--- config.mk ---
export PLATFORM = sky130hd
export DESIGN_NAME = vint_ctrl
export DESIGN_NICKNAME = d
export VERILOG_FILES = /design/src/rtl/vint_pkg.sv /design/src/rtl/vint_edge_latch.sv /design/src/rtl/vint_gate.sv /design/src/rtl/vint_prio.sv /design/src/rtl/vint_ctrl.sv
export SDC_FILE = /design/constraint.sdc
export NUM_CORES = 1
export LEC_CHECK = 0
export ABC_CLOCK_PERIOD_IN_PS = 1300
export BUFFER_PORTS_ARGS = -buffer_cell sky130_fd_sc_hd__buf_2
export CORE_ASPECT_RATIO = 0.7
export CORE_UTILIZATION = 30
export CTS_CLUSTER_DIAMETER = 50
export DETAILED_ROUTE_END_ITERATION = 7
export GPL_TIMING_DRIVEN = 0
export MAX_ROUTING_LAYER = met4
export PLACE_DENSITY = 0.68
export SETUP_SLACK_MARGIN = 0.1
export SLEW_MARGIN = 15
export SYNTH_ARGS = -nofsm -noshare
export SYNTH_HDL_FRONTEND = slang
export SYNTH_SLANG_ARGS = --single-unit
--- constraint.sdc ---
create_clock -name clk -period 1.3 [get_ports clk]
set_clock_uncertainty 0.15 [all_clocks]
set_input_delay 0.26 -clock clk [delete_from_list [all_inputs] [get_ports clk]]
set_output_delay 0.26 -clock clk [all_outputs]
set_load 0.01 [all_outputs]
--- src/rtl/vint_pkg.sv ---
package vint_pkg;

    typedef enum logic [1:0] {
        S_IDLE = 2'd0,
        S_HOLD = 2'd1,
        S_ACK  = 2'd2
    } ctl_state_e;

    // vectored sources in priority order, index 0 highest
    localparam int VREQ_N   = 4;
    localparam int IDX_TRAP = 0;
    localparam int IDX_R75  = 1;
    localparam int IDX_R65  = 2;
    localparam int IDX_R55  = 3;

    // restart number doubled so that half steps stay integral
    function automatic int restart_dbl(input int idx);
        case (idx)
            IDX_TRAP: return 9;
            IDX_R75:  return 15;
            IDX_R65:  return 13;
            default:  return 11;
        endcase
    endfunction

endpackage

--- src/rtl/vint_edge_latch.sv ---
module vint_edge_latch #(
    parameter int W = 2
) (
    input  logic         clk,
    input  logic         rst_n,
    input  logic [W-1:0] din,
    input  logic [W-1:0] clr,
    output logic [W-1:0] pend
);

    logic [W-1:0] prev_q;

    generate
        for (genvar i = 0; i < W; i++) begin : g_lane
            always_ff @(posedge clk) begin
                if (!rst_n) begin
                    // start high so a line held high through reset is no edge
                    prev_q[i] <= 1'b1;
                    pend[i]   <= 1'b0;
                end else begin
                    prev_q[i] <= din[i];
                    // a fresh edge wins over a clear in the same cycle
                    pend[i]   <= (pend[i] & ~clr[i]) | (din[i] & ~prev_q[i]);
                end
            end
        end
    endgenerate

endmodule

--- src/rtl/vint_gate.sv ---
module vint_gate (
    input  logic       clk,
    input  logic       rst_n,
    input  logic       en_cmd,
    input  logic       dis_cmd,
    input  logic       recog,
    input  logic       mask_wr,
    input  logic       mask_load,
    input  logic [2:0] mask_bits,
    input  logic       trap_pend,
    input  logic       trap_lvl,
    input  logic       r75_pend,
    input  logic       r65_lvl,
    input  logic       r55_lvl,
    input  logic       gen_lvl,
    output logic [3:0] elig,
    output logic       gen_ok,
    output logic       ie,
    output logic [2:0] masks
);

    always_ff @(posedge clk) begin
        if (!rst_n) begin
            ie    <= 1'b0;
            masks <= 3'b111;
        end else begin
            if (recog)
                ie <= 1'b0;
            else if (dis_cmd)
                ie <= 1'b0;
            else if (en_cmd)
                ie <= 1'b1;
            if (mask_wr && mask_load)
                masks <= mask_bits;
        end
    end

    always_comb begin
        // trap: edge seen and level still present, no enable or mask
        elig[0] = trap_pend & trap_lvl;
        elig[1] = ie & ~masks[2] & r75_pend;
        elig[2] = ie & ~masks[1] & r65_lvl;
        elig[3] = ie & ~masks[0] & r55_lvl;
        gen_ok  = ie & gen_lvl;
    end

endmodule

--- src/rtl/vint_prio.sv ---
module vint_prio
    import vint_pkg::*;
#(
    parameter int VEC_W  = 16,
    parameter int STRIDE = 8
) (
    input  logic [VREQ_N-1:0] vreq,
    input  logic              gen_req,
    output logic [VREQ_N-1:0] grant,
    output logic              gen_win,
    output logic [VEC_W-1:0]  vec
);

    generate
        for (genvar i = 0; i < VREQ_N; i++) begin : g_grant
            if (i == 0) begin : g_top
                assign grant[i] = vreq[i];
            end else begin : g_rest
                assign grant[i] = vreq[i] & ~(|vreq[i-1:0]);
            end
        end
    endgenerate

    assign gen_win = gen_req & ~(|vreq);

    always_comb begin
        vec = '0;
        for (int i = 0; i < VREQ_N; i++) begin
            if (grant[i])
                vec = vec | VEC_W'(restart_dbl(i) * STRIDE / 2);
        end
    end

endmodule

--- src/rtl/vint_ctrl.sv ---
module vint_ctrl
    import vint_pkg::*;
#(
    parameter int VEC_W   = 16,
    parameter int STRIDE  = 8,
    parameter int MAX_ACK = 3
) (
    input  logic             clk,
    input  logic             rst_n,
    input  logic             sample_pt,
    input  logic             trap_in,
    input  logic             rq75_in,
    input  logic             rq65_in,
    input  logic             rq55_in,
    input  logic             gen_req_in,
    input  logic             hold_req_in,
    input  logic             en_cmd,
    input  logic             dis_cmd,
    input  logic             mask_wr,
    input  logic [7:0]       mask_data,
    input  logic             ack_more,
    output logic             vec_vld,
    output logic [VEC_W-1:0] vec_addr,
    output logic             inta_n,
    output logic             hold_gnt,
    output logic [7:0]       stat_byte
);

    localparam int CNT_W = $clog2(MAX_ACK + 1);

    ctl_state_e        state_q, state_nxt;
    logic [CNT_W-1:0]  ack_cnt_q, ack_cnt_nxt;
    logic              take_vec, take_gen;
    logic [1:0]        edge_pend, edge_clr;
    logic [VREQ_N-1:0] elig, grant;
    logic              gen_ok, gen_win, ie;
    logic [2:0]        masks;
    logic [VEC_W-1:0]  win_vec;
    logic              unused_hi;

    assign unused_hi = ^mask_data[7:5];

    // lane 0 trap, lane 1 R7.5
    assign edge_clr[0] = take_vec & grant[IDX_TRAP];
    assign edge_clr[1] = (take_vec & grant[IDX_R75]) | (mask_wr & mask_data[4]);

    vint_edge_latch #(.W(2)) i_edge (
        .clk   (clk),
        .rst_n (rst_n),
        .din   ({rq75_in, trap_in}),
        .clr   (edge_clr),
        .pend  (edge_pend)
    );

    vint_gate i_gate (
        .clk       (clk),
        .rst_n     (rst_n),
        .en_cmd    (en_cmd),
        .dis_cmd   (dis_cmd),
        .recog     (take_vec | take_gen),
        .mask_wr   (mask_wr),
        .mask_load (mask_data[3]),
        .mask_bits (mask_data[2:0]),
        .trap_pend (edge_pend[0]),
        .trap_lvl  (trap_in),
        .r75_pend  (edge_pend[1]),
        .r65_lvl   (rq65_in),
        .r55_lvl   (rq55_in),
        .gen_lvl   (gen_req_in),
        .elig      (elig),
        .gen_ok    (gen_ok),
        .ie        (ie),
        .masks     (masks)
    );

    vint_prio #(.VEC_W(VEC_W), .STRIDE(STRIDE)) i_prio (
        .vreq    (elig),
        .gen_req (gen_ok),
        .grant   (grant),
        .gen_win (gen_win),
        .vec     (win_vec)
    );

    // state register
    always_ff @(posedge clk) begin
        if (!rst_n) begin
            state_q   <= S_IDLE;
            ack_cnt_q <= '0;
            vec_vld   <= 1'b0;
            vec_addr  <= '0;
        end else begin
            state_q   <= state_nxt;
            ack_cnt_q <= ack_cnt_nxt;
            vec_vld   <= take_vec;
            if (take_vec)
                vec_addr <= win_vec;
        end
    end

    // next state and recognition
    always_comb begin
        state_nxt   = state_q;
        ack_cnt_nxt = ack_cnt_q;
        take_vec    = 1'b0;
        take_gen    = 1'b0;
        unique case (state_q)
            S_IDLE: begin
                if (sample_pt) begin
                    if (hold_req_in) begin
                        state_nxt = S_HOLD;                 // IDLE_TO_HOLD
                    end else if (|grant) begin
                        take_vec = 1'b1;
                    end else if (gen_win) begin
                        take_gen    = 1'b1;
                        state_nxt   = S_ACK;                // IDLE_TO_ACK
                        ack_cnt_nxt = CNT_W'(1);
                    end
                end
            end
            S_HOLD: begin
                if (!hold_req_in)
                    state_nxt = S_IDLE;                     // HOLD_TO_IDLE
            end
            S_ACK: begin
                if (ack_more && (ack_cnt_q < CNT_W'(MAX_ACK))) begin
                    ack_cnt_nxt = ack_cnt_q + CNT_W'(1);    // ACK_STAY
                end else begin
                    state_nxt   = S_IDLE;                   // ACK_TO_IDLE
                    ack_cnt_nxt = '0;
                end
            end
            default: begin
                state_nxt   = S_IDLE;
                ack_cnt_nxt = '0;
            end
        endcase
    end

    // outputs decoded from state
    always_comb begin
        hold_gnt  = (state_q == S_HOLD);
        inta_n    = (state_q != S_ACK);
        stat_byte = {1'b0, edge_pend[1], rq65_in, rq55_in, ie, masks};
    end

endmodule

=== Word-level counts from Yosys, hierarchy flattened ===
Index checks and enable logic that the tools add are counted.

* Register bits: 29
* Bits in latches: 0
* Bits in writable memories: 0
* Memory bits (read-only): 0
* Input port bits: 21
* Output and inout bits: 27
* Memories kept: 0

* Add/sub/neg operators: 1
* Multipliers: 0
* Div/mod/pow operators: 0
* $lt $le $gt $ge: 1
* Equal/unequal tests: 11
* Shifts and indexed selects: 0
* Mux-type cells: 29
* Bitwise gates (word level): 39
* Reduce and logical (&&, ||, !) cells: 10

{| class="wikitable"
|+ Operator list
! kind !! number
|-
| $mux W16 || 3
|-
| $or A16 B16 Y16 || 3
|-
| $mux W14 || 3
|-
| $mux W2 || 11
|-
| $and A1 B1 Y1 || 19
|-
| $ne A2 B2 Y1 const B || 7
|-
| $not A1 Y1 || 13
|-
| $pmux W2 S3 || 2
|-
| $reduce_and A5 Y1 || 2
|-
| $mux W1 || 9
|-
| $reduce_or A4 Y1 || 2
|-
| $mux W6 || 1
|-
| $ne A3 B3 Y1 const B || 2
|-
| $reduce_or A3 Y1 || 2
|-
| $or A1 B1 Y1 || 4
|-
| $add A2 B1 Y2 const B || 1
|-
| $eq A2 B1 Y1 const B || 1
|-
| $eq A2 B2 Y1 const B || 1
|-
| $logic_and A1 B1 Y1 || 2
|-
| $logic_not A2 Y1 || 1
|-
| $lt A2 B2 Y1 const B || 1
|-
| $reduce_or A2 Y1 || 1
|}

=== Logic depth before layout (Yosys ltp) ===
* Word-level depth: 16
* Gate-level depth with buffers: 5
* Depth with buffers taken out: 5

=== Cells and area by module ===
Synthesis repeated with hierarchy kept, for this count alone.

* Cells, all modules: 163
* Area, all modules: 1477.7 µm²

{| class="wikitable"
|+ By module, submodules not included
! module !! times used !! cells an instance !! area each (µm²) !! sequential area each (µm²)
|-
| vint_ctrl || 1 || 104 || 965.9 || 420.4
|-
| vint_gate || 1 || 21 || 187.7 || 80.1
|-
| vint_prio || 1 || 26 || 168.9 || 0.0
|-
| vint_edge_latch || 1 || 12 || 155.1 || 80.1
|}

=== Worst setup path after synthesis ===
OpenSTA, ideal clock, no wires.

* Kind: reg-to-reg
* Start: reg state_q[0]
* End: reg i_gate.ie
* Arrival: 1143 ps
* Data required time: 1028 ps
* Slack: -115 ps
* Cell stages (with the launch flop): 5
* Clock period less this slack: 1415 ps
* Path through: dfxtp_1 > nor4b_4 > and3_1 > nand3_2 > nor3b_1

* Longest elaborated chain between the ends: 4

{| class="wikitable"
|+ Ends and longest elaborated chain
! element !! RTL line !! source
|-
| from (decl) || vint_ctrl.sv:31 || <nowiki>ctl_state_e state_q, state_nxt;</nowiki>
|-
| from (signal assigned) || vint_ctrl.sv:92 || <nowiki>state_q <= state_nxt;</nowiki>
|-
| $logic_not A2 Y1 * || vint_ctrl.sv:106 || <nowiki>unique case (state_q)</nowiki>
|-
| $mux W1 || vint_ctrl.sv:106 ||
|-
| $or A1 B1 Y1 * || vint_ctrl.sv:60 || <nowiki>.recog (take_vec | take_gen),</nowiki>
|-
| $reduce_or A3 Y1 (no source line) * || - ||
|-
| to (signal assigned) || vint_gate.sv:28 || <nowiki>ie <= 1'b0;</nowiki>
|-
| to (signal assigned) || vint_gate.sv:30 || <nowiki>ie <= 1'b0;</nowiki>
|-
| to (signal assigned) || vint_gate.sv:32 || <nowiki>ie <= 1'b1;</nowiki>
|-
| to (decl) || vint_gate.sv:18 || <nowiki>output logic ie,</nowiki>
|}

Every way passes the cells marked *; elsewhere a longest branch is shown, timed or not.
A chain may end at the register's enable or synchronous reset.

=== Worst setup path in the final report ===
* Start: reg state_q[1]
* End: reg i_gate.ie

Same word-level chain as after synthesis.

==> reports/summary.md <==
The clock passes through at most 2 buffers. Counting flops with an async set or reset pin after synthesis yields a share of 0%. The die extent in y is 46.6 µm, and the number of buffer and inverter instances along the worst setup path is 0.

For the worst setup path, the data required time is 1.28 ns. IR analysis of the VDD net gives a maximum drop of 0.549 mV. Including well taps, the total number of placed cells is 175.

The width of the chip is 65.7 µm. The critical path goes through nor4b_4, and3_4, nand3_4, nor3b_1. For this run, the post-layout net count is 174.

The run gives 0 as the final hold violation count. The count of warnings emitted by yosys is 0, and the area growth from synthesis to final layout is 52.6%. The run gives 0 as the total global routing overflow. The worst setup path is captured at a flip-flop. Dividing the detail-routed wire length by the instance count gives 10.6 µm. Type of the worst setup path: flip-flop to flip-flop.

The tools report the number of max-slew violations in the final report as 0. The mean number of vias per cell was 4.45; the die area was 3060 µm². TritonCTS built the clock tree. The checks that failed: setup timing. Data arrives at the worst endpoint at 1.42 ns.

The tool flagged a number of max-cap violations equal to 0. The wire length after detailed routing is 1.96 mm. Of all nets on the critical path, the largest fanout is 3.

Setup slack of the critical path after layout: -0.140 ns. After the flow finishes, the layout carries non-filler instances totaling 185. In this run, post-CTS hold repair placed 0 buffers. Number of vias after detailed routing: 823.

Number of filler cells placed in the layout: 240. For this design, the sink count on the clock tree is 16. The number of storage elements in the synthesis netlist works out to 16. The global routing usage summed across all routing layers was 14.1%; the shortest clock period the worst path allows after layout was 1.44 ns. Leakage power figure: 0.607 nW. A synthesized cell averages 8.68 µm². The run finished, with violations left.

sky130_fd_sc_hd__buf_4 is the most common cell in the netlist. The logs give 1.44 mm for the placed wire-length estimate after detailed placement and 11 for the setup violation total in the final timing report. The tree is rooted in a sky130_fd_sc_hd__clkbuf_8. The share of synthesized area in the top cell type comes to 37.6%. The type of the most critical hold path was input port to flip-flop.

The first-pass GRT wire length is 3.08 mm. During I/O placement, the number of pins put on the boundary was 48. Input and output buffers added on the ports amount to 31. Summed over all instances, the cell type with the most area after synthesis is sky130_fd_sc_hd__dfxtp_1.

Number of design-rule violations left by the first detailed-router iteration: 38. Derived from the worst setup path, the maximum achievable clock frequency is 694 MHz. The delay of the slowest cell on the worst path is 0.36 ns. The most used flip-flop cell after synthesis is sky130_fd_sc_hd__dfxtp_1. For this run, design rule violations remaining after detail routing come to 0. The area of the mapped netlist came out at 851 µm². The initialized floorplan defines 15 standard-cell rows. Sorting the synthesized cells by how often they occur yields sky130_fd_sc_hd__buf_4, sky130_fd_sc_hd__dfxtp_1, sky130_fd_sc_hd__nand2_1. The initial utilization of the core area, before any placement, comes to 33.1%.

The category of the worst setup path launch point was a flip-flop. After clock tree synthesis, the clock-pin slew on the worst setup and hold paths is 0.06 ns. Routability-driven placement finished with a final weighted congestion of 0.768.

Dividing total power by cell area gives a power density of 856 nW/µm². Number of H-tree branching levels: 1. Remaining antenna violation count: 0.

The final critical-path share of the clock period was 111%; the first-pass detailed-route iteration total was 4. Count of flip-flops with a built-in enable after synthesis: 0. Buffers inserted during clock tree synthesis total 3. Fraction of layout cells with a size suffix above 1: 54.3%. 0 antenna diodes ended up in the layout.

The maximum number of pins on one net before global-route repair came out at 11. Setup repair after global routing could not meet its margin everywhere. After technology mapping, the gate count stands at 98. Number of antenna violations at the first check in global routing: 0. The share of synthesized area occupied by flip-flops and latches came out at 37.6%.

The run gives 738 as the via count of the first global-routing pass. Clock latency on the worst-skew pair, taken at its later pin, is 0.25 ns. The number of different library cells used by synthesis comes to 31. On the critical path, the stage with the largest delay is an instance of sky130_fd_sc_hd__dfxtp_4. On the critical path the largest part of the delay comes from simple AND/OR/NAND/NOR gates. The logs give 50.5% for the end-of-flow core utilization and 2570 µm² for the core box area.

Yosys attributes the largest share of cell area to sky130_fd_sc_hd__dfxtp_1, sky130_fd_sc_hd__buf_4, sky130_fd_sc_hd__nand2_1, sky130_fd_sc_hd__nor2b_1, sky130_fd_sc_hd__nand3_1.
-- per-stage QoR --
step,power (mW),area [µm²],hold slack [ns],setup TNS (ns),setup slack [ns]
floorplan,0.652,932,0.183,-0.0730,-0.0441
global placement,0.710,1130,0.285,-1.31,-0.210
detailed placement,0.713,1130,0.289,-1.46,-0.222
CTS,1.11,1270,0.0608,-0.699,-0.113
global route,1.18,1300,0.0688,-1.65,-0.199
finish,1.11,1300,0.0664,-0.957,-0.140
-- repair_timing --
action                                  4_1_cts  5_1_grt
endpoints found under the setup margin       15       15
setup buffers                                 5        1
resized for setup                            15        6
endpoints found under the hold margin         0        0
pin swaps                                     8        6
-- area by class of cell --
class,instances,area (µm²),area share (%)
clock buffer,4,45.0,3.47
tap,34,42.5,3.28
timing repair buffer,37,219,16.9
buffer,19,150,11.6
sequential,16,335,25.8
multi-input combinational,71,492,37.9
inverter,4,15.0,1.16
-- state kept, by name, indices dropped and copies added, names as in the netlist --
| register | cells |
|---|---|
| ack_cnt_q | 2 |
| i_gate.ie | 1 |
| i_gate.masks | 3 |
| vec_vld | 1 |
| i_edge.pend | 2 |
| vec_addr | 3 |
| state_q | 2 |
| i_edge.prev_q | 2 |
-- placed cells by master (no fill, tap or decap), drive strengths merged, types with 2 or more instances in the layout --
cell type  Yosys  final
a21oi          3      3
conb           1     13
clkbuf         1      5
and2           2      2
nand3          7      7
buf           18     55
inv            4      4
nor3b          3      3
and3           2      2
dfxtp         16     16
nor2b          5      5
nand2         11     11
nor2           4      4
o21ai          2      2
nand2b         4      4
o211ai         3      3
-- cell families (layout without fill, tap and decap cells) --
group	count (synthesis)	after routing	synth area share (%)
AOI/OAI and AO/OA	15	15	13.8
DFF	16	16	37.6
adders and majority gates	1	1	1.47
other	1	13	0.441
and+or+nand+nor	42	42	28.5
buffers and inverters	23	64	18.1
-- layer usage --
metal / wire (µm) / global-route usage (%) / vias to the layer above / part of all wire, %
met4: 17 / 4.78 / 0 / 0.87
met5: 0 / - / - / 0
met2: 956 / 25.1 / 27 / 49
met3: 104 / 3.71 / 2 / 5.3
met1: 884 / 15.5 / 379 / 45
li1: - / - / 415 / -
-- path summary, 6_finish.rpt --
path                           end         from  slack (ns)  cells past startpoint
setup / recovery         i_gate.ie   state_q[1]       -0.14                      4
hold / removal    i_edge.prev_q[1]      rq75_in        0.07                      2
setup reg to reg         i_gate.ie   state_q[1]       -0.14                      4
hold reg to reg        vec_addr[4]  vec_addr[4]        0.29                      2
-- report_power, final --
group,switching [mW],internal [mW],leakage [nW]
clock network,0.161,0.217,0.0228
logic,0.0979,0.111,0.452
registers,0.0180,0.508,0.133
total,0.277,0.835,0.607
No activity file was read; power rests on OpenSTA's default activity.
